==> src/rtl/sclgen_pkg.sv <==
package sclgen_pkg;
  localparam int EXP_W  = 3;
  localparam int DIV_W  = 8;
  localparam int LO_LSB = 0;
  localparam int HI_LSB = 8;
  localparam int EX_LSB = 16;
  localparam int FIELD_TOP = EX_LSB + EXP_W - 1;

  typedef struct packed {
    logic [EXP_W-1:0] exp;
    logic [DIV_W-1:0] hi;
    logic [DIV_W-1:0] lo;
  } wave_cfg_t;

  typedef enum logic [1:0] {
    PH_IDLE = 2'd0,
    PH_LOW  = 2'd1,
    PH_HIGH = 2'd2
  } phase_e;
endpackage

==> src/rtl/sclgen_cfg_shadow.sv <==
module sclgen_cfg_shadow
  import sclgen_pkg::*;
#(
  parameter int DATA_W  = 32,
  parameter int MAX_EXP = 5
) (
  input  logic              clk,
  input  logic              rst,
  input  logic              we,
  input  logic [DATA_W-1:0] wdata,
  output wave_cfg_t         pend_o
);
  wave_cfg_t raw;
  wave_cfg_t capped;
  wave_cfg_t pend_q;
  logic      unused_upper;

  assign raw.exp = wdata[EX_LSB +: EXP_W];
  assign raw.hi  = wdata[HI_LSB +: DIV_W];
  assign raw.lo  = wdata[LO_LSB +: DIV_W];
  assign unused_upper = ^wdata[DATA_W-1:FIELD_TOP+1];

  generate
    if (MAX_EXP < (1 << EXP_W) - 1) begin : g_sat
      always_comb begin
        capped = raw;
        if (raw.exp > EXP_W'(MAX_EXP)) begin
          capped.exp = EXP_W'(MAX_EXP);
          capped.hi  = '1;
          capped.lo  = '1;
        end
      end
    end else begin : g_nosat
      always_comb capped = raw;
    end
  endgenerate

  always_ff @(posedge clk) begin
    if (rst)     pend_q <= '0;
    else if (we) pend_q <= capped;
  end

  assign pend_o = pend_q;

  AST_EXP_CAPPED: assert property (@(posedge clk) disable iff (rst)
    pend_q.exp <= EXP_W'(MAX_EXP));

  AST_SAT_DIVS: assert property (@(posedge clk) disable iff (rst)
    (we && (wdata[EX_LSB +: EXP_W] > EXP_W'(MAX_EXP)))
      |=> (pend_q.hi == '1 && pend_q.lo == '1));
endmodule

==> src/rtl/sclgen_half_timer.sv <==
module sclgen_half_timer
  import sclgen_pkg::*;
#(
  parameter int OFFSET  = 4,
  parameter int MAX_EXP = 5,
  parameter int CNT_W   = DIV_W + MAX_EXP + 1
) (
  input  logic             clk,
  input  logic             rst,
  input  logic             en,
  input  wave_cfg_t        pend_i,
  output phase_e           ph_q_o,
  output phase_e           ph_n_o,
  output logic [CNT_W-1:0] cnt_n_o,
  output logic [CNT_W-1:0] low_len_n_o
);
  phase_e           ph_q, ph_n;
  logic [CNT_W-1:0] cnt_q, cnt_n;
  wave_cfg_t        act_q, act_n;
  logic             load;
  logic [CNT_W-1:0] low_len, high_len;

  function automatic logic [CNT_W-1:0] half_len(input logic [DIV_W-1:0] d,
                                                input logic [EXP_W-1:0] e);
    return (CNT_W'(d) << e) + CNT_W'(OFFSET);
  endfunction

  assign low_len  = half_len(act_q.lo, act_q.exp);
  assign high_len = half_len(act_q.hi, act_q.exp);

  always_comb begin
    ph_n  = ph_q;
    cnt_n = cnt_q + 1'b1;
    load  = 1'b0;
    if (!en) begin
      ph_n  = PH_IDLE;
      cnt_n = '0;
      load  = 1'b1;
    end else begin
      unique case (ph_q)
        PH_LOW: begin
          if (cnt_q == low_len - 1'b1) begin
            ph_n  = PH_HIGH;
            cnt_n = '0;
          end
        end
        PH_HIGH: begin
          if (cnt_q == high_len - 1'b1) begin
            ph_n  = PH_LOW;
            cnt_n = '0;
            load  = 1'b1;
          end
        end
        default: begin
          ph_n  = PH_LOW;
          cnt_n = '0;
          load  = 1'b1;
        end
      endcase
    end
    act_n = load ? pend_i : act_q;
  end

  always_ff @(posedge clk) begin
    if (rst) begin
      ph_q  <= PH_IDLE;
      cnt_q <= '0;
      act_q <= '0;
    end else begin
      ph_q  <= ph_n;
      cnt_q <= cnt_n;
      act_q <= act_n;
    end
  end

  assign ph_q_o      = ph_q;
  assign ph_n_o      = ph_n;
  assign cnt_n_o     = cnt_n;
  assign low_len_n_o = half_len(act_n.lo, act_n.exp);

  AST_LOW_CNT_BOUND: assert property (@(posedge clk) disable iff (rst)
    (ph_q == PH_LOW) |-> (cnt_q < low_len));

  AST_HIGH_CNT_BOUND: assert property (@(posedge clk) disable iff (rst)
    (ph_q == PH_HIGH) |-> (cnt_q < high_len));

  AST_CFG_HELD_MIDRUN: assert property (@(posedge clk) disable iff (rst)
    ((ph_q == PH_HIGH) || (ph_q == PH_LOW && cnt_q != '0)) |-> $stable(act_q));

  AST_IDLE_CNT_CLEAR: assert property (@(posedge clk) disable iff (rst)
    (ph_q == PH_IDLE) |-> (cnt_q == '0));
endmodule

==> src/rtl/sclgen_out_stage.sv <==
module sclgen_out_stage
  import sclgen_pkg::*;
#(
  parameter int CNT_W = 14
) (
  input  logic             clk,
  input  logic             rst,
  input  logic             en,
  input  phase_e           ph_q_i,
  input  phase_e           ph_n_i,
  input  logic [CNT_W-1:0] cnt_n_i,
  input  logic [CNT_W-1:0] low_len_n_i,
  output logic             scl_o,
  output logic             low_start_o,
  output logic             high_start_o,
  output logic             low_mid_o
);
  logic scl_n, ls_n, hs_n, mid_n;

  always_comb begin
    scl_n = (ph_n_i != PH_LOW);
    ls_n  = (ph_n_i == PH_LOW)  && (ph_q_i != PH_LOW);
    hs_n  = (ph_n_i == PH_HIGH) && (ph_q_i != PH_HIGH);
    mid_n = (ph_n_i == PH_LOW)  && (cnt_n_i == (low_len_n_i >> 1));
  end

  always_ff @(posedge clk) begin
    if (rst) begin
      scl_o        <= 1'b1;
      low_start_o  <= 1'b0;
      high_start_o <= 1'b0;
      low_mid_o    <= 1'b0;
    end else begin
      scl_o        <= scl_n;
      low_start_o  <= ls_n;
      high_start_o <= hs_n;
      low_mid_o    <= mid_n;
    end
  end

  AST_DISABLED_RELEASED: assert property (@(posedge clk) disable iff (rst)
    !en |=> (scl_o && !low_start_o && !high_start_o && !low_mid_o));

  AST_STROBES_EXCLUSIVE: assert property (@(posedge clk) disable iff (rst)
    $onehot0({low_start_o, high_start_o, low_mid_o}));

  AST_FALL_MARKED: assert property (@(posedge clk) disable iff (rst)
    $fell(scl_o) |-> low_start_o);

  AST_HIGH_START_ON_RISE: assert property (@(posedge clk) disable iff (rst)
    high_start_o |-> $rose(scl_o));

  AST_MID_IN_LOW: assert property (@(posedge clk) disable iff (rst)
    low_mid_o |-> !scl_o);
endmodule

==> src/rtl/scl_wavegen.sv <==
module scl_wavegen
  import sclgen_pkg::*;
#(
  parameter int DATA_W  = 32,
  parameter int OFFSET  = 4,
  parameter int MAX_EXP = 5
) (
  input  logic              clk,
  input  logic              rst,
  input  logic              en,
  input  logic              cfg_we,
  input  logic [DATA_W-1:0] cfg_wdata,
  output logic              scl_o,
  output logic              low_start_o,
  output logic              high_start_o,
  output logic              low_mid_o
);
  localparam int CNT_W = DIV_W + MAX_EXP + 1;

  wave_cfg_t        pend;
  phase_e           ph_q, ph_n;
  logic [CNT_W-1:0] cnt_n, low_len_n;

  sclgen_cfg_shadow #(
    .DATA_W (DATA_W),
    .MAX_EXP(MAX_EXP)
  ) u_shadow (
    .clk   (clk),
    .rst   (rst),
    .we    (cfg_we),
    .wdata (cfg_wdata),
    .pend_o(pend)
  );

  sclgen_half_timer #(
    .OFFSET (OFFSET),
    .MAX_EXP(MAX_EXP),
    .CNT_W  (CNT_W)
  ) u_timer (
    .clk        (clk),
    .rst        (rst),
    .en         (en),
    .pend_i     (pend),
    .ph_q_o     (ph_q),
    .ph_n_o     (ph_n),
    .cnt_n_o    (cnt_n),
    .low_len_n_o(low_len_n)
  );

  sclgen_out_stage #(
    .CNT_W(CNT_W)
  ) u_out (
    .clk         (clk),
    .rst         (rst),
    .en          (en),
    .ph_q_i      (ph_q),
    .ph_n_i      (ph_n),
    .cnt_n_i     (cnt_n),
    .low_len_n_i (low_len_n),
    .scl_o       (scl_o),
    .low_start_o (low_start_o),
    .high_start_o(high_start_o),
    .low_mid_o   (low_mid_o)
  );
endmodule

==> config.mk <==
export PLATFORM = sky130hd
export DESIGN_NAME = scl_wavegen
export DESIGN_NICKNAME = d
export VERILOG_FILES = /design/src/rtl/sclgen_pkg.sv /design/src/rtl/sclgen_cfg_shadow.sv /design/src/rtl/sclgen_half_timer.sv /design/src/rtl/sclgen_out_stage.sv /design/src/rtl/scl_wavegen.sv
export SDC_FILE = /design/constraint.sdc
export NUM_CORES = 1
export LEC_CHECK = 0
export BUFFER_PORTS_ARGS = -buffer_cell sky130_fd_sc_hd__buf_2
export CAP_MARGIN = 15
export CELL_PAD_IN_SITES_DETAIL_PLACEMENT = 1
export CELL_PAD_IN_SITES_GLOBAL_PLACEMENT = 2
export CORE_UTILIZATION = 35
export CTS_CLUSTER_DIAMETER = 150
export CTS_CLUSTER_SIZE = 40
export DETAILED_ROUTE_END_ITERATION = 6
export HOLD_SLACK_MARGIN = 0.06
export PLACE_DENSITY = 0.85
export REMOVE_ABC_BUFFERS = 1
export SKIP_LAST_GASP = 1
export SLEW_MARGIN = 15
export SYNTH_ARGS = -nofsm -noshare
export SYNTH_HDL_FRONTEND = slang
export SYNTH_SLANG_ARGS = --single-unit
==> constraint.sdc <==
create_clock -name clk -period 6.41 [get_ports clk]
set_input_delay 0.641 -clock clk [delete_from_list [all_inputs] [get_ports clk]]
set_output_delay 0.641 -clock clk [all_outputs]
set_load 0.02 [all_outputs]
# Word-level counts from Yosys, hierarchy flattened
# Index checks and enable logic that the tools add are counted.
[totals]
reg_bits = 58
inputBits = 36
out_inout_bits = 4
wordCells = 48
[op_classes]
add_sub_neg = 6
order_cmp = 1
n_eq_ne = 10
n_shift = 3
muxes = 13
n_reduce_logical = 3
[ops]
columns = ["op", "count"]
rows = [
  ["adder 14 x 3 -> 14 bit, second input constant", 3],
  ["2-to-1 mux 14 bit", 3],
  ["<< shifter 8 x 3 -> 14 bit", 3],
  ["2-to-1 mux 19 bit", 2],
  ["equality test 14 bit", 2],
  ["one-hot mux 14 bit (2 select lines)", 1],
  ["subtractor 14 x 1 -> 14 bit, second input constant", 2],
  ["adder 14 x 1 -> 14 bit, second input constant", 1],
  ["equality test 14 x 13 -> 1 bit", 1],
  ["2-to-1 mux 2 bit", 3],
  ["equality test 2 x 1 -> 1 bit, second input constant", 2],
  ["equality test 2 bit, second input constant", 2],
  ["!= test 2 x 1 -> 1 bit, second input constant", 2],
  ["one-hot mux 2 bit (2 select lines)", 1],
  ["> comparator 3 bit, second input constant", 1],
  ["logical AND 1 bit", 3],
  ["2-to-1 mux 1 bit", 2],
  ["!= test 2 bit, second input constant", 1],
  ["one-hot mux 1 bit (2 select lines)", 1],
]

# Longest topological paths before layout
[logic_depth]
depth_word = 12
mapped_depth = 22
depth_no_buf = 17

# Modules after synthesis
# Synthesis repeated with hierarchy kept, for this count alone.
[hier_totals]
hier_cells = 632
area_unflattened_um2 = 5226.3
[modules_own_cells]
columns = ["mod", "instances", "cells_per_inst", "area_per_inst_um2", "seq_area_each_um2"]
rows = [
  ["sclgen_half_timer", 1, 520, 4087.7, 700.7],
  ["sclgen_cfg_shadow", 1, 85, 873.3, 380.4],
  ["sclgen_out_stage", 1, 27, 265.3, 80.1],
]

# Least setup slack after synthesis
# OpenSTA, ideal clock, no wires.
[synth_path]
path_type = "reg2reg"
from = "register u_timer.act_q[17] in the netlist's numbering"
to = "register u_out.low_mid_o"
setup_ns = 0.088
arrival_time_ns = 4.778
required_ns = 6.322
slack_ns = 1.545
path_stages_with_launch = 23
path_buffers = 6
period_less_slack_ns = 4.865
cell_sequence = "dfxtp_1 -> buf_6 -> buf_8 -> buf_2 -> nor4b_2 -> inv_1 -> ha_1 -> a311o_1 -> or3_1 -> nor4_1 -> xnor2_1 -> nand4_1 -> o31ai_4 -> buf_6 -> buf_2 -> buf_1 -> mux2i_1 -> ha_1 -> nand2b_1 -> nor3b_1 -> and4b_1 -> o22ai_1 -> nor4_2"
[synth_via]
elab_chain_len = 12
word_cells_on_any_way = 25
classes_between = "add/sub (5); eq/ne (4); shift (3); mux (12); reduce/logical (1)"
[synth_lines]
columns = ["element", "line", "text"]
rows = [
  ["start: declaration", "sclgen_half_timer.sv:19", "wave_cfg_t act_q, act_n;"],
  ["start signal: assignment", "sclgen_half_timer.sv:72", "act_q <= act_n;"],
  ["<< shifter 8 x 3 -> 14 bit", "sclgen_half_timer.sv:25", "return (CNT_W'(d) << e) + CNT_W'(OFFSET);"],
  ["adder 14 x 3 -> 14 bit", "sclgen_half_timer.sv:25", ""],
  ["subtractor 14 x 1 -> 14 bit", "sclgen_half_timer.sv:48", "if (cnt_q == high_len - 1'b1) begin"],
  ["equality test 14 bit", "sclgen_half_timer.sv:48", ""],
  ["2-to-1 mux 1 bit", "sclgen_half_timer.sv:48", ""],
  ["one-hot mux 1 bit (2 select lines)", "sclgen_half_timer.sv:40", "unique case (ph_q)"],
  ["2-to-1 mux 1 bit", "sclgen_half_timer.sv:35", "if (!en) begin"],
  ["2-to-1 mux 19 bit", "sclgen_half_timer.sv:61", "act_n = load ? pend_i : act_q;"],
  ["<< shifter 8 x 3 -> 14 bit", "sclgen_half_timer.sv:25", ""],
  ["adder 14 x 3 -> 14 bit", "sclgen_half_timer.sv:25", ""],
  ["equality test 14 x 13 -> 1 bit", "sclgen_out_stage.sv:24", "mid_n = (ph_n_i == PH_LOW) && (cnt_n_i == (low_len_n_i >> 1));"],
  ["logical AND 1 bit (*)", "sclgen_out_stage.sv:24", ""],
  ["end signal: assignment", "sclgen_out_stage.sv:37", "low_mid_o <= mid_n;"],
  ["end: declaration", "sclgen_out_stage.sv:16", "output logic low_mid_o"],
]
# Mark *: on every way between the ends. The rest lies on a longest branch, timed or not.
# A chain may end at the register's enable or synchronous reset.

# Worst setup path in the final report
[layout_path]
from = "register u_timer.act_q[16] in the netlist's numbering"
to = "register u_out.low_mid_o"
# Same word-level chain as after synthesis.

==> flow_summary.yaml <==
synth:
  yosysUniqueCellTypes: 80
  synthFlopType: "dfxtp_1"
  yosysSeqAreaShare_pct: 21.7
  synth.area.top_cells: "dfxtp_1, mux2i_1, nor2_1"
  synth_edf_count: 0
  synth_area_um2: 5340
  ys.warnings.count: 0
  yosysTopAreaCellShare_pct: 21.7
  ys_async_sr_fraction_pct: 0
  synth_largest_area_cell: "dfxtp_1"
  syn_avg_cell_area_um2: 7.42
  synth-seq-cells: 58
  netlist_instances: 720
floorplanning:
  placementRows: 44
  die_height_um: 126
  initial_core_util_pct: 36.3
  coreArea_um2: 14700
  io_pins: 40
  die_w_um: 126
  die-area_um2: 15800
power:
  combPwrFrac_pct: 19.0
  max-vdd-ir-drop_uv: 90.9
  switching_share_pct: 30.4
  clockPowerShare_pct: 44.5
  internal-power_mw: 0.790
  finalPower_mw: 1.14
  power_density_nw_per_um2: 196
  p_seq_share_pct: 36.5
  power.switching_mw: 0.346
  p_leak_nw: 2.11
route:
  drt-total-wl_um: 17200
  wl_per_cell_um: 19.2
  num_vias: 5188
  vias_per_cell: 5.80
  post-route-drc-count: 1
  first_pass_iters: 6
  drt_iter0_markers: 306
  ant_nets: 0
setup_path:
  slowest_stage: "dfxtp_2"
  worstPathCellList: "mux2_2, nand2_1, ha_1, a311o_1, or3_1, nor4_1, xnor2_1, nand4_1, o31ai_4, buf_4, mux2i_1, o21bai_1, and3_1, and4b_1, o22ai_1, nor4_2"
  endpoint_kind: "register"
  startpoint_type: "register"
  path_buf_inv: 1
  required_ns: 6.64
  rr_worst_depth: 16
  cp_max_fo: 37
  path_class: "reg -> reg"
  slowest_delay_ns: 0.85
  cp.arrival_ns: 5.74
  crit_cells: 16
  r2r_setup_slack_ns: 0.90
  cp_top_family: "compound AO/OA/AOI/OAI gates"
timing:
  finalWorstSetupSlack_ns: 0.900
  timing.hold.ws_ns: 0.484
  max_slew.worst_pin.slew_ns: 0.898
  fin_crit_sh_pct: 86.0
  setup_viol: 0
  max-slew-margin-rel_pct: 40.1
  fmax_ghz: 0.181
  slew_viol_final: 0
  tns_ns: 0
  clock_skew_ns: 0.00863
  rsz0062_at_grt: "false"
  fin_crit_ns: 5.51
  hold_viol: 0
placement:
  place_congestion: 0.857
  numPortBuffers: 26
  placed_cell_area_um2: 5480
  hpwl_um: 12700
  dp_slack_ns: 0.893
  post-place-cells: 878
cts:
  cts_buffer_depth: 2
  clkSinkCount: 58
  htreeDepth: 3
  hold_buffers: 0
  numCtsBuffers: 9
  post-cts-setup-buffer-count: 0
  cts_tree: "done"
  path_clk_slew_ns: 0.06
  root_buffer: "clkbuf_16"
  clk_latency_ns: 0.35
  ctsResizeCount: 0
layout:
  drive_above_1_share_pct: 11.0
  final_cells: 894
  antenna_cells: 0
  final_util_pct: 39.4
  syn2layout_area_growth_pct: 8.41
  num-nets-final: 747
  stdcell_area_um2: 5790
worst_hold_path:
  hold_path.class: "reg -> reg"
  whs_path_depth: 2
run:
  max_cap_violations: 0
global_route:
  grt_pass1_vias: 5356
  grt_pass1_wl_um: 28400
  grt-ovfl-total: 0
  grt_max_degree: 44
  antenna_found_initial: 0
  grtUsageTotal_pct: 23.0
run_status:
  violations: "design-rule violations"
  status: "finished with violations"
state kept, by name, indices dropped and copies added (netlist names):
name,count
u_timer.ph_q_o,2
u_timer.act_q,19
u_timer.cnt_q,14
u_out.high_start_o,1
u_shadow.pend_o,19
u_out.scl_o,1
u_out.low_mid_o,1
u_out.low_start_o,1
logic make-up after synthesis:
logic type               Yosys count  share of synthesized area (%)
AO/OA/AOI/OAI                    141                           18.1
XOR/XNOR                          52                           8.53
adder cells (fa/ha/maj)            7                           1.59
buffers and inverters             76                           6.37
flip-flops                        58                           21.7
multiplexers                      67                           13.4
AND/OR/NAND/NOR                  319                           30.2
layout by cell type (no fill, tap or decap), types with 15 or more instances in the layout:
cell and n:
nand3_1 17, nor2_1 116, a21oi_1 32, mux2i_1 52, o21ai_0 26, xnor2_1 30
buf_2 26, dfxtp_1 56, xor2_1 22, nand2b_1 15, nor3_1 29, nand2_1 57
worst register-to-register path, delay by kind of cell (launching register included):
family / cells / cell delay [ns]
and+or+nand+nor: 7 / 1.33
buffers and inverters: 1 / 0.58
xor gates and xnor gates: 1 / 0.17
adders and majority gates: 1 / 0.25
AOI/OAI and AO/OA: 4 / 1.53
DFF: 1 / 0.85
muxes: 2 / 0.68
power groups by stage:
stage	Clock [mW]	Combinational [mW]	Sequential, mW
6_report	0.505	0.216	0.414
5_1_grt	0.530	0.240	0.418
4_1_cts	0.512	0.217	0.414
3_5_place_dp	0	0.215	0.422
3_3_place_gp	0	0.206	0.420
2_1_floorplan	0	0.151	0.412
cell type report:
cell class                      count  area [µm²]
Clock inverter                      4        50.0
Fill cell                        1835        8910
Clock buffer                       12         256
Sequential cell                    58        1160
Timing Repair Buffer               34         190
Inverter                           16        60.1
Tap cell                          184         230
Multi-Input combinational cell    586        3840
Yosys cell counts (all sizes together), types with 4 or more instances:
library cell and n:
a211oi 7, a21oi 32, a22oi 7, a31oi 8, and2 4, and3 7
buf 23, clkbuf 37, dfxtp 58, ha 6, inv 14, mux2 12
mux2i 53, nand2 57, nand2b 15, nand3 17, nand3b 9, nand4 8
nand4b 6, nor2 116, nor2b 10, nor3 30, nor3b 4, nor4 6
nor4b 4, o211ai 10, o21ai 27, o22ai 8, or2 4, or3 8
xnor2 30, xor2 22
routing by layer:
layer	share of wire, %	vias up	global-route usage (%)
met2	48	77	39.3
met1	46	2552	28.8
met4	1.8	0	9.40
met5	0	-	0
met3	3.8	21	3.42
li1	-	2538	-
final timing paths:
check	start	to
worst max register to register	u_timer.act_q[16]	u_out.low_mid_o
worst max-delay path	u_timer.act_q[16]	u_out.low_mid_o
worst min-delay path	u_shadow.pend_o[15]	u_shadow.pend_o[15]
worst min register to register	u_shadow.pend_o[15]	u_shadow.pend_o[15]
Note: power is estimated with default switching activity, not from simulation.
